**config.mk**
```make
export PLATFORM = sky130hd
export DESIGN_NAME = irq_status_hub
export DESIGN_NICKNAME = d
export VERILOG_FILES = /design/src/rtl/irq_hub_pkg.sv /design/src/rtl/avg_divider.sv /design/src/rtl/port_status_bank.sv /design/src/rtl/two_step_clear.sv /design/src/rtl/irq_status_hub.sv
export SDC_FILE = /design/constraint.sdc
export NUM_CORES = 1
export LEC_CHECK = 0
export ABC_CLOCK_PERIOD_IN_PS = 6940
export BUFFER_PORTS_ARGS = -buffer_cell sky130_fd_sc_hd__buf_2
export CAP_MARGIN = 15
export CORE_UTILIZATION = 39
export DETAILED_ROUTE_END_ITERATION = 8
export PLACE_DENSITY = 0.6
export SLEW_MARGIN = 20
export SYNTH_ARGS = -nofsm -noshare
export SYNTH_HDL_FRONTEND = slang
export SYNTH_SLANG_ARGS = --single-unit
```
**constraint.sdc**
```tcl
create_clock -name clk -period 6.94 [get_ports clk]
set_clock_uncertainty 0.15 [all_clocks]
set_input_delay 0.347 -clock clk [delete_from_list [all_inputs] [get_ports clk]]
set_output_delay 0.347 -clock clk [all_outputs]
set_load 0.01 [all_outputs]
```
**src/rtl/irq_hub_pkg.sv**
```systemverilog
// Package: shared address map, flag positions and ADC mode encoding for
// the sticky interrupt status register.
package irq_hub_pkg;

    localparam int DATA_W = 16;
    localparam int NFLAGS = 6;

    // Flag word bit positions
    localparam int F_ADC_DONE = 0;
    localparam int F_ADC_RDY  = 1;
    localparam int F_ADC_MISS = 2;
    localparam int F_GPI_RDY  = 3;
    localparam int F_GPI_MISS = 4;
    localparam int F_DAC_OC   = 5;

    // Register addresses
    localparam logic [2:0] A_FLAGS  = 3'd0;
    localparam logic [2:0] A_ADC_LO = 3'd1;
    localparam logic [2:0] A_ADC_HI = 3'd2;
    localparam logic [2:0] A_GPI_LO = 3'd3;
    localparam logic [2:0] A_GPI_HI = 3'd4;
    localparam logic [2:0] A_DAC_LO = 3'd5;
    localparam logic [2:0] A_DAC_HI = 3'd6;
    localparam logic [2:0] A_MASK   = 3'd7;

    typedef enum logic [1:0] {
        ADC_IDLE         = 2'd0,
        ADC_SINGLE_CONV  = 2'd1,
        ADC_SINGLE_SWEEP = 2'd2,
        ADC_CONT_SWEEP   = 2'd3
    } adc_mode_e;

endpackage

```
**src/rtl/avg_divider.sv**
```systemverilog
// Module: avg_divider
// Divides one port's sample pulses by 2^exp. It emits a refresh on the
// sample that completes an averaging window.
// Assumes exp may change at any time. A count already past the new limit
// refreshes on the next sample.
module avg_divider #(
    parameter int AVG_W = 3
) (
    input  logic             clk,
    input  logic             rst_n,
    input  logic             sample,
    input  logic [AVG_W-1:0] exp_sel,
    output logic             refresh
);
    localparam int CNT_W = (1 << AVG_W) - 1;

    logic [CNT_W-1:0] cnt_q;
    logic [CNT_W-1:0] limit;

    // Last count value of the window: 2^exp - 1
    assign limit   = (CNT_W'(1) << exp_sel) - CNT_W'(1);
    assign refresh = sample && (cnt_q >= limit);

    // Count samples inside the current window
    always_ff @(posedge clk) begin
        if (!rst_n) begin
            cnt_q <= '0;
        end else if (sample) begin
            cnt_q <= refresh ? '0 : cnt_q + CNT_W'(1);
        end
    end

    // without averaging, every sample refreshes
    p_no_avg_passthru_r4: assert property (@(posedge clk) disable iff (!rst_n)
        (sample && exp_sel == '0) |-> refresh);

endmodule

```
**src/rtl/port_status_bank.sv**
```systemverilog
// Module: port_status_bank
// Per-port sticky status bits. An event sets its bit and a clear mask
// drops bits, with events taking priority. Also reports an overwrite:
// an event landing on a bit that is still set and not being cleared.
module port_status_bank #(
    parameter int N = 12
) (
    input  logic         clk,
    input  logic         rst_n,
    input  logic [N-1:0] evt,
    input  logic [N-1:0] clr,
    output logic [N-1:0] status,
    output logic         overwrite
);
    logic [N-1:0] status_q;

    assign status    = status_q;
    assign overwrite = |(evt & status_q & ~clr);

    // Clear requested bits, then OR in new events
    always_ff @(posedge clk) begin
        if (!rst_n) begin
            status_q <= '0;
        end else begin
            status_q <= (status_q & ~clr) | evt;
        end
    end

    // an event always lands, even under a same-cycle clear
    p_evt_lands_r11: assert property (@(posedge clk) disable iff (!rst_n)
        (|evt) |=> ((status_q & $past(evt)) == $past(evt)));

endmodule

```
**src/rtl/two_step_clear.sv**
```systemverilog
// Module: two_step_clear
// Sticky flags that clear only after a flag-word read (arm) followed by
// reads of both status halves, in either order. A new arm restarts the
// half-read tracking. A set in the clearing cycle keeps its flag.
module two_step_clear #(
    parameter int NF = 1
) (
    input  logic          clk,
    input  logic          rst_n,
    input  logic [NF-1:0] set,
    input  logic          arm_rd,
    input  logic          lo_rd,
    input  logic          hi_rd,
    output logic [NF-1:0] flags
);
    logic [NF-1:0] flags_q;
    logic          arm_q;
    logic          lo_q;
    logic          hi_q;
    logic          done;

    assign flags = flags_q;
    assign done  = arm_q && (lo_q || lo_rd) && (hi_q || hi_rd);

    // Flag storage: drop on completed sequence, new sets win
    always_ff @(posedge clk) begin
        if (!rst_n) begin
            flags_q <= '0;
        end else begin
            flags_q <= (done ? '0 : flags_q) | set;
        end
    end

    // Sequence tracking: arm, then record each half read
    always_ff @(posedge clk) begin
        if (!rst_n) begin
            arm_q <= 1'b0;
            lo_q  <= 1'b0;
            hi_q  <= 1'b0;
        end else if (done) begin
            arm_q <= 1'b0;
            lo_q  <= 1'b0;
            hi_q  <= 1'b0;
        end else if (arm_rd) begin
            arm_q <= 1'b1;
            lo_q  <= 1'b0;
            hi_q  <= 1'b0;
        end else begin
            if (arm_q && lo_rd) lo_q <= 1'b1;
            if (arm_q && hi_rd) hi_q <= 1'b1;
        end
    end

    // with no arm in place, set flags cannot drop
    p_hold_unarmed_r7: assert property (@(posedge clk) disable iff (!rst_n)
        (!arm_q && flags_q != '0) |=> ((flags_q & $past(flags_q)) == $past(flags_q)));

    // a set always shows up on the next cycle
    p_set_wins_r11: assert property (@(posedge clk) disable iff (!rst_n)
        (|set) |=> ((flags_q & $past(set)) == $past(set)));

endmodule

```
**src/rtl/irq_status_hub.sv**
```systemverilog
// Module: irq_status_hub (top)
// Sticky interrupt flag word with per-family port status, a masked
// interrupt output and a strobe/address read port with registered data.
// Assumes all event inputs are single-cycle pulses synchronous to clk.
module irq_status_hub
    import irq_hub_pkg::*;
#(
    parameter int NPORT = 12,
    parameter int AVG_W = 3
) (
    input  logic                   clk,
    input  logic                   rst_n,
    input  logic [1:0]             adc_mode,
    input  logic                   adc_conv_done,
    input  logic                   adc_sweep_done,
    input  logic [NPORT-1:0]       adc_sample,
    input  logic [NPORT*AVG_W-1:0] adc_avg_exp,
    input  logic [NPORT-1:0]       adc_data_rd,
    input  logic [NPORT-1:0]       gpi_event,
    input  logic [NPORT-1:0]       dac_oc,
    input  logic                   host_rd,
    input  logic                   host_wr,
    input  logic [2:0]             host_addr,
    input  logic [NFLAGS-1:0]      host_wdata,
    output logic [DATA_W-1:0]      rd_data,
    output logic                   irq
);
    localparam int LO_W = NPORT - 1;

    adc_mode_e          mode;
    logic               rd_flags;
    logic               rd_adc_lo, rd_adc_hi;
    logic               rd_gpi_lo, rd_gpi_hi;
    logic               rd_dac_lo, rd_dac_hi;
    logic               adc_done_set;
    logic [NPORT-1:0]   adc_refresh;
    logic [NPORT-1:0]   adc_st, gpi_st, dac_st, unread_st;
    logic               adc_ovw_unused, dac_ovw_unused, unread_st_unused;
    logic               adc_miss_set, gpi_miss_set;
    logic               flag_done_q, flag_miss_q;
    logic [0:0]         adc_rdy;
    logic [1:0]         gpi_flags;
    logic [0:0]         dac_flag;
    logic [NFLAGS-1:0]  flags;
    logic [NFLAGS-1:0]  mask_q;
    logic [DATA_W-1:0]  rd_data_q;

    assign mode      = adc_mode_e'(adc_mode);
    assign rd_flags  = host_rd && host_addr == A_FLAGS;
    assign rd_adc_lo = host_rd && host_addr == A_ADC_LO;
    assign rd_adc_hi = host_rd && host_addr == A_ADC_HI;
    assign rd_gpi_lo = host_rd && host_addr == A_GPI_LO;
    assign rd_gpi_hi = host_rd && host_addr == A_GPI_HI;
    assign rd_dac_lo = host_rd && host_addr == A_DAC_LO;
    assign rd_dac_hi = host_rd && host_addr == A_DAC_HI;

    // Completion event qualified by the ADC mode
    assign adc_done_set = (mode == ADC_SINGLE_CONV && adc_conv_done) ||
                          ((mode == ADC_SINGLE_SWEEP || mode == ADC_CONT_SWEEP) && adc_sweep_done);

    // One averaging divider per port
    for (genvar p = 0; p < NPORT; p++) begin : g_avg
        avg_divider #(.AVG_W(AVG_W)) u_div (
            .clk     (clk),
            .rst_n   (rst_n),
            .sample  (adc_sample[p]),
            .exp_sel (adc_avg_exp[p*AVG_W +: AVG_W]),
            .refresh (adc_refresh[p])
        );
    end

    // Per-port status registers, cleared half by half on reads
    port_status_bank #(.N(NPORT)) u_adc_st (
        .clk(clk), .rst_n(rst_n), .evt(adc_refresh),
        .clr({rd_adc_hi, {LO_W{rd_adc_lo}}}),
        .status(adc_st), .overwrite(adc_ovw_unused));

    port_status_bank #(.N(NPORT)) u_gpi_st (
        .clk(clk), .rst_n(rst_n), .evt(gpi_event),
        .clr({rd_gpi_hi, {LO_W{rd_gpi_lo}}}),
        .status(gpi_st), .overwrite(gpi_miss_set));

    port_status_bank #(.N(NPORT)) u_dac_st (
        .clk(clk), .rst_n(rst_n), .evt(dac_oc),
        .clr({rd_dac_hi, {LO_W{rd_dac_lo}}}),
        .status(dac_st), .overwrite(dac_ovw_unused));

    // Unread-data tracker: detects ADC data overwritten before its read
    port_status_bank #(.N(NPORT)) u_unread (
        .clk(clk), .rst_n(rst_n), .evt(adc_refresh), .clr(adc_data_rd),
        .status(unread_st), .overwrite(adc_miss_set));

    assign unread_st_unused = |unread_st;

    // Two-step-clear flag groups
    two_step_clear #(.NF(1)) u_adc_rdy (
        .clk(clk), .rst_n(rst_n), .set(|adc_refresh),
        .arm_rd(rd_flags), .lo_rd(rd_adc_lo), .hi_rd(rd_adc_hi), .flags(adc_rdy));

    two_step_clear #(.NF(2)) u_gpi (
        .clk(clk), .rst_n(rst_n), .set({gpi_miss_set, |gpi_event}),
        .arm_rd(rd_flags), .lo_rd(rd_gpi_lo), .hi_rd(rd_gpi_hi), .flags(gpi_flags));

    two_step_clear #(.NF(1)) u_dac (
        .clk(clk), .rst_n(rst_n), .set(|dac_oc),
        .arm_rd(rd_flags), .lo_rd(rd_dac_lo), .hi_rd(rd_dac_hi), .flags(dac_flag));

    // Single-read-clear flags; a same-cycle event keeps the flag
    always_ff @(posedge clk) begin
        if (!rst_n) begin
            flag_done_q <= 1'b0;
            flag_miss_q <= 1'b0;
        end else begin
            flag_done_q <= (flag_done_q && !rd_flags) || adc_done_set;
            flag_miss_q <= (flag_miss_q && !rd_flags) || adc_miss_set;
        end
    end

    assign flags = {dac_flag[0], gpi_flags[1], gpi_flags[0],
                    flag_miss_q, adc_rdy[0], flag_done_q};

    // Interrupt mask register
    always_ff @(posedge clk) begin
        if (!rst_n) begin
            mask_q <= '1;
        end else if (host_wr && host_addr == A_MASK) begin
            mask_q <= host_wdata;
        end
    end

    assign irq = |(flags & mask_q);

    // Registered read data multiplexer
    always_ff @(posedge clk) begin
        if (!rst_n) begin
            rd_data_q <= '0;
        end else if (host_rd) begin
            case (host_addr)
                A_FLAGS:  rd_data_q <= {{(DATA_W-NFLAGS){1'b0}}, flags};
                A_ADC_LO: rd_data_q <= {{(DATA_W-LO_W){1'b0}}, adc_st[LO_W-1:0]};
                A_ADC_HI: rd_data_q <= {{(DATA_W-1){1'b0}}, adc_st[NPORT-1]};
                A_GPI_LO: rd_data_q <= {{(DATA_W-LO_W){1'b0}}, gpi_st[LO_W-1:0]};
                A_GPI_HI: rd_data_q <= {{(DATA_W-1){1'b0}}, gpi_st[NPORT-1]};
                A_DAC_LO: rd_data_q <= {{(DATA_W-LO_W){1'b0}}, dac_st[LO_W-1:0]};
                A_DAC_HI: rd_data_q <= {{(DATA_W-1){1'b0}}, dac_st[NPORT-1]};
                default:  rd_data_q <= {{(DATA_W-NFLAGS){1'b0}}, mask_q};
            endcase
        end
    end

    assign rd_data = rd_data_q;

    // idle mode never raises the completion flag
    p_idle_quiet_r3: assert property (@(posedge clk) disable iff (!rst_n)
        (mode == ADC_IDLE && !flag_done_q) |=> !flag_done_q);

    // upper bits of a flag-word read are zero
    p_upper_zero_r1: assert property (@(posedge clk) disable iff (!rst_n)
        (host_rd && host_addr == A_FLAGS) |=> (rd_data[DATA_W-1:NFLAGS] == '0));

    // a flag-word read with no new completion leaves bit 0 clear
    p_single_clear_r6: assert property (@(posedge clk) disable iff (!rst_n)
        (rd_flags && !adc_done_set) |=> !flag_done_q);

    // read data holds while no read is strobed
    p_rd_hold_r13: assert property (@(posedge clk) disable iff (!rst_n)
        (!host_rd) |=> $stable(rd_data));

endmodule

```
Word level (Yosys, flattened, before mapping)
Cells that the tools add are included.
{"block": "word_totals", "output_inout_bits": 17, "rom_bits": 0, "reg_bits": 169, "ramBits": 0, "elab_cells": 187, "n_memories": 0, "input_bits": 101, "latch_bits": 0}
{"block": "op_classes", "magnitude_cmp": 12, "n_shift": 12, "mux": 16, "reduce_logical": 60, "n_addsub": 24, "n_eq_ne": 10, "div": 0, "n_bitwise": 21, "mul": 0}
{"cell": "12-bit bitwise AND", "count": 8}
{"cell": "7-bit by 1-bit adder with 7-bit output (second input constant)", "count": 12}
{"cell": "7-bit >= comparator", "count": 12}
{"cell": "7-bit 2-to-1 mux", "count": 12}
{"cell": "1-bit by 3-bit left shift with 7-bit output (first input constant)", "count": 12}
{"cell": "7-bit by 2-bit subtractor with 7-bit output (second input constant)", "count": 12}
{"cell": "11-bit case mux with 7 select lines", "count": 1}
{"cell": "12-bit OR reduction", "count": 5}
{"cell": "12-bit inverter", "count": 4}
{"cell": "12-bit bitwise OR", "count": 4}
{"cell": "1-bit logical AND", "count": 36}
{"cell": "3-bit == test (second input constant)", "count": 4}
{"cell": "1-bit logical OR", "count": 10}
{"cell": "3-bit OR reduction", "count": 3}
{"cell": "6-bit bitwise AND", "count": 1}
{"cell": "3-bit by 2-bit == test with 1-bit output (second input constant)", "count": 2}
{"cell": "2-bit OR reduction", "count": 3}
{"cell": "6-bit OR reduction", "count": 1}
{"cell": "2-bit == test (second input constant)", "count": 2}
{"cell": "3-bit by 1-bit == test with 1-bit output (second input constant)", "count": 1}
{"cell": "3-bit logical NOT", "count": 1}
{"cell": "2-bit by 1-bit == test with 1-bit output (second input constant)", "count": 1}
{"cell": "1-bit 2-to-1 mux", "count": 2}
{"cell": "2-bit 2-to-1 mux", "count": 1}
{"cell": "other kinds (4)", "count": 5}

Depth between registers and ports, before layout
{"block": "logic_depth", "depth_word": 8, "mapped_depth": 14, "depth_no_buf": 14}

Cells and area by module
Synthesis repeated with hierarchy kept, for this count alone.
{"block": "unflattened", "cells_unflattened": 1082, "area_unflattened_um2": 10327.4}
{"module": "avg_divider", "area_per_inst_um2": 528.0, "cells_per_inst": 56, "instances": 12, "seq_area_each_um2": 140.1}
{"module": "port_status_bank", "area_per_inst_um2": 530.5, "cells_per_inst": 53, "instances": 4, "seq_area_each_um2": 240.2}
{"module": "irq_status_hub", "area_per_inst_um2": 1318.8, "cells_per_inst": 148, "instances": 1, "seq_area_each_um2": 380.4}
{"module": "two_step_clear (u_adc_rdy ...)", "area_per_inst_um2": 168.9, "cells_per_inst": 15, "instances": 2, "seq_area_each_um2": 80.1}
{"module": "two_step_clear (u_gpi)", "area_per_inst_um2": 212.7, "cells_per_inst": 20, "instances": 1, "seq_area_each_um2": 100.1}

Worst setup path before layout
No wires, ideal clock.
{"block": "synth_timing", "kind": "input to register", "startpoint": "input adc_avg_exp[17]", "endpoint": "register flag_miss_q", "setup_ns": 0.125, "arrival_time_ns": 3.322, "t_required_ns": 6.665, "n_path_buf": 0, "path_slack_ns": 3.343, "path_stages": 13, "cell_sequence": "or3_1 -> ha_1 -> nor3_1 -> a21oi_1 -> o21a_1 -> ha_1 -> and3_1 -> a221oi_2 -> o21ai_1 -> nand2_2 -> a2bb2o_4 -> or4_1 -> o41a_1"}
{"block": "synth_between", "elab_chain_len": 8}
{"element": "from (decl)", "line_no": "irq_status_hub.sv:17", "rtl": "input logic [NPORT*AVG_W-1:0] adc_avg_exp,"}
{"element": "1-bit by 3-bit left shift with 7-bit output", "line_no": "avg_divider.sv:21", "rtl": "assign limit = (CNT_W'(1) << exp_sel) - CNT_W'(1);"}
{"element": "7-bit by 2-bit subtractor with 7-bit output", "line_no": "avg_divider.sv:21"}
{"element": "7-bit >= comparator", "line_no": "avg_divider.sv:22", "rtl": "assign refresh = sample && (cnt_q >= limit);"}
{"element": "1-bit logical AND", "line_no": "avg_divider.sv:22"}
{"element": "12-bit bitwise AND (2 in series)", "line_no": "port_status_bank.sv:18", "rtl": "assign overwrite = |(evt & status_q & ~clr);"}
{"element": "12-bit OR reduction", "line_no": "port_status_bank.sv:18"}
{"element": "1-bit logical OR", "line_no": "irq_status_hub.sv:115", "rtl": "flag_miss_q <= (flag_miss_q && !rd_flags) || adc_miss_set;"}
{"element": "to (signal assigned)", "line_no": "irq_status_hub.sv:115"}
{"element": "to (decl)", "line_no": "irq_status_hub.sv:40", "rtl": "logic flag_done_q, flag_miss_q;"}
Every way passes these cells.
A chain may end at the register's enable or synchronous reset.

Worst setup path in the final report
{"block": "layout_timing", "startpoint": "input adc_avg_exp[29]", "endpoint": "register flag_miss_q"}
The elaborated chain is that of the path after synthesis.

==> reports/metrics.sh <==
OUTCOME='completed'
SYNTH_AREA_UM2=9660
CTS_TREE='done'
IR_WORST_VDD_V=0.000180
SETUP_REPAIR_AFTER_GLOBAL_ROUTING_MISSED_ITS_MARGIN='no'
INSERTION_DELAY_PS=420
TIMING.FINAL.MAX_SLEW_VIOLATIONS=0
CTS.REPAIR.RESIZED=0
DIE_WIDTH_UM=159
WORST_SLACK_PS=3200
TOP_LEVEL_PORTS=118
DRT_DRC_VIOLATIONS_LEFT=0
POSTCTSSETUPBUFFERS=0
CLOCK-ROOT-BUFFER='sky130_fd_sc_hd__clkbuf_16'
CP.REQUIRED_PS=7090
TOTAL_POWER_mW=2.31
POWER.INTERNAL_mW=1.73
STDCELL_COUNT=1591
ANTENNA_CELLS=0
DPL.HPWL_UM=16300
CRITICALPATHCATEGORY='input pin to register'
MIN_TO='mask_q[2]'
AREA.GROWTH.SYNTH_TO_FINAL_PCT=15.2
RRSETUPSLACK_PS=4010
SYNTH-SEQ-AREA-SHARE_PCT=34.0
POST-ROUTE-PERIOD-UTIL_PCT=53.8
SYN-MEAN-INSTANCE-AREA_UM2=8.35
MAX-SLEW-MARGIN-REL_PCT=41.5
DETAILEDROUTE.FIRSTITERATIONVIOLATIONS=424
SETUP.WORST_PATH.START_CLASS='input pin'
FINAL_CELL_AREA_UM2=11100
VIAS=8115
P_SW_uW=573
SEQUENTIALPOWERSHARE_PCT=43.7
CTS_HOLD_BUF=2
VIA_PER_INST=5.10
SYNTH_ASYNC_SR_FLOP_SHARE_PCT=0
FIRST_GLOBAL_VIAS=7550
POWER_FRAC_CLOCK_PCT=43.2
CTSLONGESTPATHBUFFERS=2
REPORT.FINAL.HOLD_VIOL_COUNT=0
NETS_FINISH=1464
POST_ROUTE_CELLS_DRIVE_ABOVE_1_SHARE_PCT=12.1
CRITPATHMAXFANOUT=8
CTS_BUFFERS=17
DRTANTENNAVIOLNETS=0
P_LEAK_nW=4.71
SYNTH-MAIN-FF-CELL='sky130_fd_sc_hd__dfxtp_1'
PLACEMENT.SETUP.WORST_SLACK_PS=2760
CAP_VIOLATIONS=0
WORST_SLEW_PIN_SLEW_PS=868
ROUTED_WIRE_LENGTH_PER_INSTANCE_UM=13.2
YS_SEQ_ELEMENTS=164
DIE_HEIGHT_UM=159
COMB_POWER_SHARE_PCT=13.1
TOP_LIBRARY_CELLS_BY_USAGE_IN_THE_LAYOUT_FILL_AND_TAPS_ASIDE='sky130_fd_sc_hd__dfxtp_1 (164), sky130_fd_sc_hd__nor2_1 (146), sky130_fd_sc_hd__buf_2 (112), sky130_fd_sc_hd__nand2_1 (110), sky130_fd_sc_hd__a21oi_1 (110)'
POST-ROUTE-UTIL_PCT=45.8
HOLD-PATH-CELL-COUNT=3
R2R_CELLS=7
FP.DIEAREA_UM2=25400
LAYOUT.CELLS.MOST_COMMON='sky130_fd_sc_hd__dfxtp_1'
CTS-HTREE-LEVELS=4
CORE_UM2=24300
WORSTREG2REGSTART='g_avg[9].u_div.cnt_q[4]'
FMAX_MHz=268
YOSYSWARNINGS=0
TOTALNEGATIVESETUPSLACK_PS=0
SWITCHING_SHARE_PCT=24.9
ANTENNA_FOUND_INITIAL=0
TRACK_USAGE_PCT=17.1
CRIT_ARRIVAL_PS=3880
WHS_PS=20.0
DETAIL_ROUTE.WIRELENGTH_UM=21100
CRITICAL_PATH.ENDPOINT_TYPE='register'
POSTSYNTHCELLCOUNT=1158
LARGEST_NET_DEGREE_AT_THE_START_OF_GLOBAL_ROUTING=90
WORST_HOLD_PATH_TYPE='input pin to register'
TIMING.FINAL.SETUP_VIOLATIONS=0
IO_BUFFERS=112
GP_CONGESTION=0.836
TIMING.RR.END='flag_miss_q'
SYNTH_ENABLE_FLOP_CELLS=0
GLOBAL_ROUTE_WIRE_LENGTH_BEFORE_REPAIR_UM=36000
OVERFLOW=0
DRTPASS1ITERATIONS=4
FLOORPLAN.INITIALDENSITY_PCT=39.7
CTS_SINKS=164
FIN_CRIT_PS=3740
CLKTRANSATPATHREGS_PS=60
AREA_AFTER_DPL_UM2=10500
DP_CELLS=1558
CELLPOWERDENSITY_nW_PER_UM2=207
HOLD_START='host_wdata[2]'
FLOORPLAN.ROWS=57
POST_SYNTH_NUM_CELL_TYPES=49
logic make-up (layout without fill, tap and decap cells):
kind of cell | after synthesis | in the layout | synth area share [%]
adder cells (fa/ha/maj) | 108 | 108 | 14.0
flip-flops | 164 | 164 | 34.0
buffers and inverters | 72 | 177 | 2.99
AO/OA/AOI/OAI | 236 | 236 | 15.2
multiplexers | 30 | 30 | 3.37
other | 1 | 5 | 0.0388
AND/OR/NAND/NOR | 461 | 461 | 22.6
XOR/XNOR | 86 | 86 | 7.79
power by group through the flow:
stage | clock network (mW) | registers, mW | logic, mW
after floorplan | 0 | 1.02 | 0.211
after global placement | 0 | 1.03 | 0.295
after detailed placement | 0 | 1.03 | 0.303
after CTS | 1.02 | 1.01 | 0.306
after global routing | 1.07 | 1.01 | 0.349
final | 0.996 | 1.01 | 0.303
area by class of cell:
cell class	instances	area, um^2
Clock buffer	19	453
Clock inverter	12	178
Fill cell	2427	13200
Inverter	30	113
Multi-Input combinational cell	926	6110
Sequential cell	164	3280
Tap cell	324	405
Timing Repair Buffer	116	596
metal layers:
layer | up-vias | global-route usage [%] | routed length [um]
li1 | 4272 | - | -
met1 | 3693 | 23.9 | 10800
met2 | 140 | 27.5 | 9330
met3 | 10 | 3.02 | 723
met4 | 0 | 3.80 | 188
met5 | - | 0 | 0
registers in the layout (all words and copies together), names as in the netlist, 2 cells and up:
signal             cells
g_avg.u_div.cnt_q     84
mask_q                 6
rd_data               11
u_adc_st.status       12
u_dac_st.status       12
u_gpi.flags            2
u_gpi_st.status       12
u_unread.status       12
critical path, cell delays in order:
cell,delay [ps]
sky130_fd_sc_hd__buf_2,140
sky130_fd_sc_hd__or3_1,400
sky130_fd_sc_hd__ha_1,270
sky130_fd_sc_hd__nor3_1,200
sky130_fd_sc_hd__a21oi_1,50
sky130_fd_sc_hd__o21a_1,190
sky130_fd_sc_hd__ha_1,300
sky130_fd_sc_hd__a41oi_1,210
sky130_fd_sc_hd__o21ai_0,110
sky130_fd_sc_hd__o21ai_0,540
sky130_fd_sc_hd__o22ai_1,160
sky130_fd_sc_hd__or4_1,530
sky130_fd_sc_hd__o41a_1,430
cells in the mapped netlist, drive strengths merged, types with 19 or more instances:
cell type  count  share of area, %
a21boi        19               1.5
a21oi        110               5.7
clkbuf        33               1.3
dfxtp        164                34
ha           108                14
inv           30               1.2
mux2i         28               2.9
nand2        111               4.3
nand2b        26               1.7
nand3         37               1.9
nand4         36               2.3
nor2         146               5.7
nor2b         34               2.2
nor3          26               1.3
o21a          20               1.6
o21ai         32               1.7
xnor2         48               4.4
xor2          38               3.4
how the worst max path moves through the flow:
| stage | from | to | slack, ps |
|---|---|---|---|
| global route | adc_avg_exp[29] | flag_miss_q | 2960 |
| CTS | adc_avg_exp[29] | flag_miss_q | 3200 |
| finish | adc_avg_exp[29] | flag_miss_q | 3200 |
| global placement | adc_avg_exp[29] | flag_miss_q | 2890 |
| floorplan | adc_avg_exp[17] | flag_miss_q | 3340 |
| detailed placement | adc_avg_exp[29] | flag_miss_q | 2760 |
(Power assumes the default switching activity.)
